--- src/rtl/mbox_bank.sv ---
module mbox_bank #(
  parameter int NUM_CORES    = 4,
  parameter int BOX_PER_CORE = 4,
  parameter int DATA_W       = 32,
  parameter int ADDR_W       = 8
) (
  input  logic                                clk,
  input  logic                                rst_n,
  input  logic                                wa_en,
  input  logic [ADDR_W-1:0]                   wa_addr,
  input  logic [DATA_W-1:0]                   wa_data,
  input  logic                                wb_en,
  input  logic [ADDR_W-1:0]                   wb_addr,
  input  logic [DATA_W-1:0]                   wb_data,
  input  logic                                rd_en,
  input  logic [ADDR_W-1:0]                   rd_addr,
  output logic [DATA_W-1:0]                   rd_data,
  output logic                                rd_err,
  output logic [NUM_CORES*BOX_PER_CORE-1:0]   pend
);
  localparam int NBOX  = NUM_CORES * BOX_PER_CORE;
  localparam int IDX_W = $clog2(NBOX);
  localparam int WIN_B = NBOX * 4;
  localparam logic [ADDR_W-1:0] SET_BASE = ADDR_W'(2 ** (ADDR_W - 1));
  localparam logic [ADDR_W-1:0] CLR_BASE = ADDR_W'(2 ** (ADDR_W - 1) + WIN_B);

  function automatic logic in_win(input logic [ADDR_W-1:0] a, input logic [ADDR_W-1:0] base);
    logic [ADDR_W-1:0] off;
    off = a - base;
    return (a >= base) && (int'(off) < WIN_B) && (a[1:0] == 2'b00);
  endfunction

  function automatic logic [IDX_W-1:0] idx_of(input logic [ADDR_W-1:0] a, input logic [ADDR_W-1:0] base);
    logic [ADDR_W-1:0] off;
    off = a - base;
    return off[IDX_W+1:2];
  endfunction

  logic [DATA_W-1:0] box [NBOX];
  logic [DATA_W-1:0] nxt [NBOX];

  wire a_set = wa_en && in_win(wa_addr, SET_BASE);
  wire a_clr = wa_en && in_win(wa_addr, CLR_BASE);
  wire b_set = wb_en && in_win(wb_addr, SET_BASE);
  wire b_clr = wb_en && in_win(wb_addr, CLR_BASE);
  wire [IDX_W-1:0] a_idx = a_set ? idx_of(wa_addr, SET_BASE) : idx_of(wa_addr, CLR_BASE);
  wire [IDX_W-1:0] b_idx = b_set ? idx_of(wb_addr, SET_BASE) : idx_of(wb_addr, CLR_BASE);
  wire r_ok = in_win(rd_addr, CLR_BASE);
  wire [IDX_W-1:0] r_idx = idx_of(rd_addr, CLR_BASE);

  for (genvar i = 0; i < NBOX; i++) begin : g_box
    logic [DATA_W-1:0] set_m, clr_m;
    assign set_m = ((a_set && a_idx == IDX_W'(i)) ? wa_data : '0)
                 | ((b_set && b_idx == IDX_W'(i)) ? wb_data : '0);
    assign clr_m = ((a_clr && a_idx == IDX_W'(i)) ? wa_data : '0)
                 | ((b_clr && b_idx == IDX_W'(i)) ? wb_data : '0);
    assign nxt[i] = (box[i] & ~clr_m) | set_m;

    always_ff @(posedge clk or negedge rst_n) begin
      if (!rst_n) begin
        box[i]  <= '0;
        pend[i] <= 1'b0;
      end else begin
        box[i]  <= nxt[i];
        pend[i] <= |nxt[i];
      end
    end


    pend_match_chk: assert property (@(posedge clk) disable iff (!rst_n)
      pend[i] == (box[i] != '0));
  end

  always_ff @(posedge clk or negedge rst_n) begin
    if (!rst_n) begin
      rd_data <= '0;
      rd_err  <= 1'b0;
    end else begin
      rd_data <= (rd_en && r_ok) ? box[r_idx] : '0;
      rd_err  <= rd_en && !r_ok;
    end
  end


  set_win_read_chk: assert property (@(posedge clk) disable iff (!rst_n)
    rd_en && in_win(rd_addr, SET_BASE) |=> rd_err && rd_data == '0);


  clr_win_read_chk: assert property (@(posedge clk) disable iff (!rst_n)
    rd_en && r_ok |=> !rd_err);


  idle_read_chk: assert property (@(posedge clk) disable iff (!rst_n)
    !rd_en |=> !rd_err && rd_data == '0);


  no_write_stable_chk: assert property (@(posedge clk) disable iff (!rst_n)
    !wa_en && !wb_en |=> $stable(pend));


  reset_clear_chk: assert property (@(posedge clk)
    !rst_n |-> pend == '0 && !rd_err);
endmodule

--- config.mk ---
export PLATFORM = sky130hd
export DESIGN_NAME = mbox_bank
export DESIGN_NICKNAME = d
export VERILOG_FILES = /design/src/rtl/mbox_bank.sv
export SDC_FILE = /design/constraint.sdc
export NUM_CORES = 2
export LEC_CHECK = 0
export ABC_CLOCK_PERIOD_IN_PS = 2500
export BUFFER_PORTS_ARGS = -buffer_cell sky130_fd_sc_hd__buf_2
export CORE_ASPECT_RATIO = 1.25
export CORE_MARGIN = 3
export CORE_UTILIZATION = 35
export CTS_CLUSTER_DIAMETER = 120
export DETAILED_ROUTE_END_ITERATION = 12
export PLACE_DENSITY_LB_ADDON = 0.2
export SETUP_SLACK_MARGIN = 0.1
export SYNTH_ARGS = -nofsm -noshare
export SYNTH_HDL_FRONTEND = slang
export SYNTH_SLANG_ARGS = --single-unit
--- constraint.sdc ---
create_clock -name clk -period 2.5 [get_ports clk]
set_input_delay 0.5 -clock clk [delete_from_list [all_inputs] [get_ports clk]]
set_output_delay 0.5 -clock clk [all_outputs]
set_load 0.02 [all_outputs]
Word-level counts from Yosys, hierarchy flattened:

Cells that the tools add are included.

* register bits after elaboration: 561
* bits of input ports: 93
* output and inout port bits: 49

* add/subtract/negate cells: 5
* magnitude comparators: 11
* equal/unequal tests: 30
* mux-type cells: 70
* bitwise operators: 81
* reduce and logical (&&, ||, !) cells: 102

Operators by type and width (number)
* 32-bit 2-to-1 mux: 67
* 32-bit bitwise OR: 48
* 32-bit AND: 16
* 32-bit NOT: 16
* 32-bit OR reduction: 16
* 32-bit binary-select mux with 4-bit select: 1
* 1-bit logical AND: 80
* 4-bit == test, second input constant: 16
* 8-bit >= comparator, second input constant: 5
* 8-bit by 7-bit less-than comparator with 1-bit output, second input constant: 5
* 8-bit subtractor, second input constant: 5
* 4-bit by 3-bit == test with 1-bit output, second input constant: 8
* 4-bit by 2-bit == test with 1-bit output, second input constant: 4
* 4-bit by 1-bit == test with 1-bit output, second input constant: 2
* 4-bit logical NOT: 2
* 4-bit 2-to-1 mux: 2
* 2-bit logical NOT: 3
* 5-bit >= comparator, second input constant: 1
* 4-bit NOT with 5-bit output: 1
* 1-bit logical NOT: 1

Logic depth before layout (Yosys ltp):

* depth in word-level cells: 14
* mapped depth: 12
* depth with buffers taken out: 6

Worst setup path before layout:

OpenSTA, ideal clock, no wires.

* path type: in2reg
* start point: input rd_addr[2]
* end point: register rd_data[12]
* arrival: 2499 ps
* data required time: 2380 ps
* setup slack: -119 ps
* stages: 6
* path buffers: 3
* cells stage by stage: clkbuf_1 -> buf_1 -> buf_1 -> mux4_2 -> mux4_2 -> and3_1

* word-level cells in the longest chain between the ends: 6
* elaborated cells between the ends (all ways): 11

RTL lines
* start, declared: line 16 `input logic [ADDR_W-1:0] rd_addr,`
* 8-bit subtractor: line 35 `off = a - base;`
* 8-bit by 7-bit less-than comparator with 1-bit output or 4-bit NOT with 5-bit output (tied branches): line 30, 79
* 1-bit logical AND or 32-bit binary-select mux with 4-bit select (tied branches): line 30, 79
* 1-bit logical AND or 32-bit 2-to-1 mux (tied branches): line 30, 79
* 1-bit logical AND or 32-bit 2-to-1 mux (tied branches): line 79 `rd_data <= (rd_en && r_ok) ? box[r_idx] : '0;`
* 32-bit 2-to-1 mux *: line 79
* end signal, assigned: line 79
* end, declared: line 17 `output logic [DATA_W-1:0] rd_data,`

Every way passes the cells marked *; elsewhere a longest branch is shown, timed or not. The select of a mux whose other input is x is not followed.

==> flow_summary.yaml <==
status:
  status: "finished with violations"
  violations: "setup timing"
yosys:
  synth_ff_type: "dfrtp_1"
  synth.distinct_cells: 54
  syn_area_um2: 40390
  ys_ff_latch: 561
  synth_nets: 4470
  async_flop_share_pct: 100.0
  yosysWarnings: 0
  synth-seq-area-share_pct: 34.76
  postSynthCellCount: 4377
  avgSynthCellArea_um2: 9.227
  synth_edf_count: 0
timing:
  worst_pin_slew_ns: 1.032
  fmax_mhz: 366.6
  drv_slew: 0
  rsz0062_at_grt: "yes"
  whs_ns: 0.2655
  relSlewSlack_pct: 30.88
  fin_setup_tns_ns: -1.856
  setup_viol: 16
  clock_skew_ns: 0.03263
  final-hold-violation-count: 0
  fin_crit_ns: 2.728
  layout_setup_ws_ns: -0.2278
  finalCritPeriodShare_pct: 109.1
power:
  switchingPower_w: 0.009429
  sw_frac_of_total_pct: 32.31
  clkPwrFrac_pct: 39.0
  combPwrFrac_pct: 25.6
  p_seq_share_pct: 35.3
  leakage_nw: 23.40
  peakVddDrop_mv: 0.5058
  intPower_w: 0.01975
  p_per_area_nw_per_um2: 514.0
cts:
  cts-root-buf: "clkbuf_16"
  cts.sinks: 561
  insertion_delay_ns: 0.69
  cts_buffers: 71
  htreeDepth: 3
  cts_tree: "built"
  path_clk_slew_ns: 0.07
  cts.path.max_buffers: 3
layout:
  syn2layout_area_growth_pct: 40.56
  nets: 5377
  fill_cells: 10640
  post-route-util_pct: 49.81
  final_layout_size_suffix_gt1_share_pct: 37.20
  final_cell_area_um2: 56770
die:
  die_y_um: 385.8
  die_w_um: 309.8
  die-area_um2: 119500
  rows: 138
  io_pins: 142
  initial_utilization_pct: 35.44
  core-area_um2: 114000
place:
  place_area_um2: 52090
  io_buffers: 141
  dp_hpwl_mm: 172.0
  dp_slack_ns: -1.687
  place.gp.congestion: 1.045
setup_path:
  cp-start-kind: "input port"
  path_class: "in2reg"
  critPathLaunch: "wa_addr[1]"
  crit_path_end_kind: "flip-flop"
  cp.arrival_ns: 3.30
  crit_path_max_fanout: 10
  cp.required_ns: 3.07
  r2r-start: "box[486]"
global_routing:
  grt_use_total_pct: 39.48
  grt_antenna_before_repair: 30
  first_global_vias: 47110
  overflow: 0
  grt_max_degree: 78
  grt_pass1_wl_mm: 343.8
job:
  cap_viol_max_count: 0
routing:
  postRouteAntennaNets: 0
  first_iter_violations: 7709
  vias: 48850
  post_drt_via_cell_ratio: 7.157
  drc: 0
  finalWirelength_mm: 242.1
  wire_per_inst_um: 35.46
  first_pass_iters: 11
hold_path:
  hp-class: "in2reg"
  min_from: "wa_data[30]"
-- registers in the layout (all words and copies together), names as in the netlist --
register / flops
pend: 16
rd_data: 32
rd_err: 1
box: 512
-- path summary, 6_finish.rpt --
kind | end | slack [ns] | depth (start not counted)
setup / recovery | pend[0] | -0.23 | 12
hold / removal | box[190] | 0.27 | 3
setup reg to reg | pend[0] | 0.18 | 7
hold reg to reg | box[4] | 0.54 | 2
max in group asynchronous | box[253] | 1.27 | 3
min in group asynchronous | box[459] | 0.35 | 2
-- cells in the final DEF (no fill, tap or decap), types with 22 or more instances in the layout --
cell | Yosys | routed
nand2_1 | 151 | 147
nor4_4 | 0 | 32
nand4b_1 | 35 | 35
nand3b_1 | 46 | 46
and2_1 | 69 | 53
inv_1 | 362 | 362
or3b_2 | 27 | 22
buf_2 | 245 | 130
dfrtp_1 | 561 | 561
o211ai_1 | 202 | 202
nor4_1 | 345 | 293
nand3_1 | 153 | 153
buf_4 | 45 | 1099
buf_6 | 10 | 33
nand4_1 | 529 | 529
and3_1 | 101 | 99
a222oi_1 | 37 | 37
clkbuf_16 | 0 | 76
or4_4 | 0 | 40
buf_12 | 0 | 189
o221ai_2 | 0 | 23
a31oi_1 | 305 | 302
a221o_1 | 282 | 280
o221ai_1 | 116 | 93
mux4_2 | 160 | 160
and3b_1 | 44 | 40
-- cell type report --
cell class	instances	area [um2]	area share [%]
clock inverter	24	404.1	0.7119
timing repair buffer	1478	13730	24.19
tap	1470	1839	3.240
clock buffer	103	2088	3.679
sequential	561	14040	24.73
inverter	362	1359	2.394
antenna	18	45.04	0.07935
multi-input combinational	2810	23260	40.97
-- critical path, cell delays in order --
cell and delay, ns:
buf_6 0.09, and4bb_4 0.33, buf_12 0.17, buf_16 0.19, buf_12 0.15, buf_12 0.10
a31oi_1 0.06, a221o_1 0.40, or4_4 0.59, nor4_4 0.43, buf_4 0.19, nand4_1 0.07
-- per-stage QoR --
stage                     total power (W)  std cells
final                             0.02918       6826
after global routing              0.02985       6820
after CTS                         0.02881       6783
after detailed placement          0.01729       6614
after global placement            0.01728       6614
after floorplan                   0.01360       4377
-- timing repair --
item,CTS,global route
setup endpoints to repair,17,20
hold endpoints to repair,24,0
hold buffers,1,0
gates resized for setup,132,88
cloned,10,4
setup buffers,31,21
pin swaps,43,48
-- synth_stat cells (10+ instances only) --
| library cell | instances | area [um2] |
|---|---|---|
| o2111ai_1 | 11 | 96.34 |
| nor2_1 | 11 | 41.29 |
| o211ai_1 | 202 | 1516 |
| nor3b_2 | 19 | 237.7 |
| nand3b_1 | 46 | 345.3 |
| or4_1 | 56 | 420.4 |
| o22ai_1 | 11 | 68.82 |
| nand2b_1 | 13 | 81.33 |
| or3b_2 | 27 | 236.5 |
| and3b_1 | 44 | 385.4 |
| nand3_1 | 153 | 765.7 |
| a41oi_1 | 14 | 122.6 |
| nand4b_1 | 35 | 306.5 |
| or4bb_1 | 10 | 112.6 |
| clkbuf_1 | 297 | 1115 |
| buf_1 | 47 | 176.4 |
| o221ai_1 | 116 | 1016 |
| a222oi_1 | 37 | 370.4 |
| dfrtp_1 | 561 | 14040 |
| and2_1 | 69 | 431.7 |
| nand4_1 | 529 | 3309 |
| and3_1 | 101 | 631.9 |
| mux4_2 | 160 | 3603 |
| buf_4 | 45 | 337.8 |
| a31oi_1 | 305 | 1908 |
| buf_2 | 245 | 1226 |
| inv_1 | 362 | 1359 |
| nor4_1 | 345 | 2158 |
| buf_6 | 10 | 112.6 |
| nand2_1 | 151 | 566.8 |
| a221o_1 | 282 | 2823 |
-- power groups by stage --
stage                     combinational (W)  clock, W  sequential [W]
after CTS                           0.00708    0.0114          0.0103
after detailed placement            0.00685         0          0.0104
after global routing                0.00768    0.0118          0.0104
final                               0.00748    0.0114          0.0103
after floorplan                     0.00333         0          0.0103
after global placement              0.00685         0          0.0104
-- layer usage --
layer  routed length [um]  global-route usage [%]  vias to the layer above
li1                     -                       -                    19650
met1                86290                   49.18                    23810
met2               102100                   58.48                     4254
met3                31820                   11.69                     1128
met4                21770                   27.58                       14
met5                   96                       0                        -
-- kinds of logic (layout without fill, tap and decap cells) --
family,Yosys count,count (layout),synth area share (%)
and+or+nand+nor,1655,1655,25.65
buffers and inverters,1006,1967,10.71
AOI/OAI and AO/OA,995,995,19.95
DFF,561,561,34.76
muxes,160,160,8.922
other,0,18,0
(Power assumes the default switching activity.)
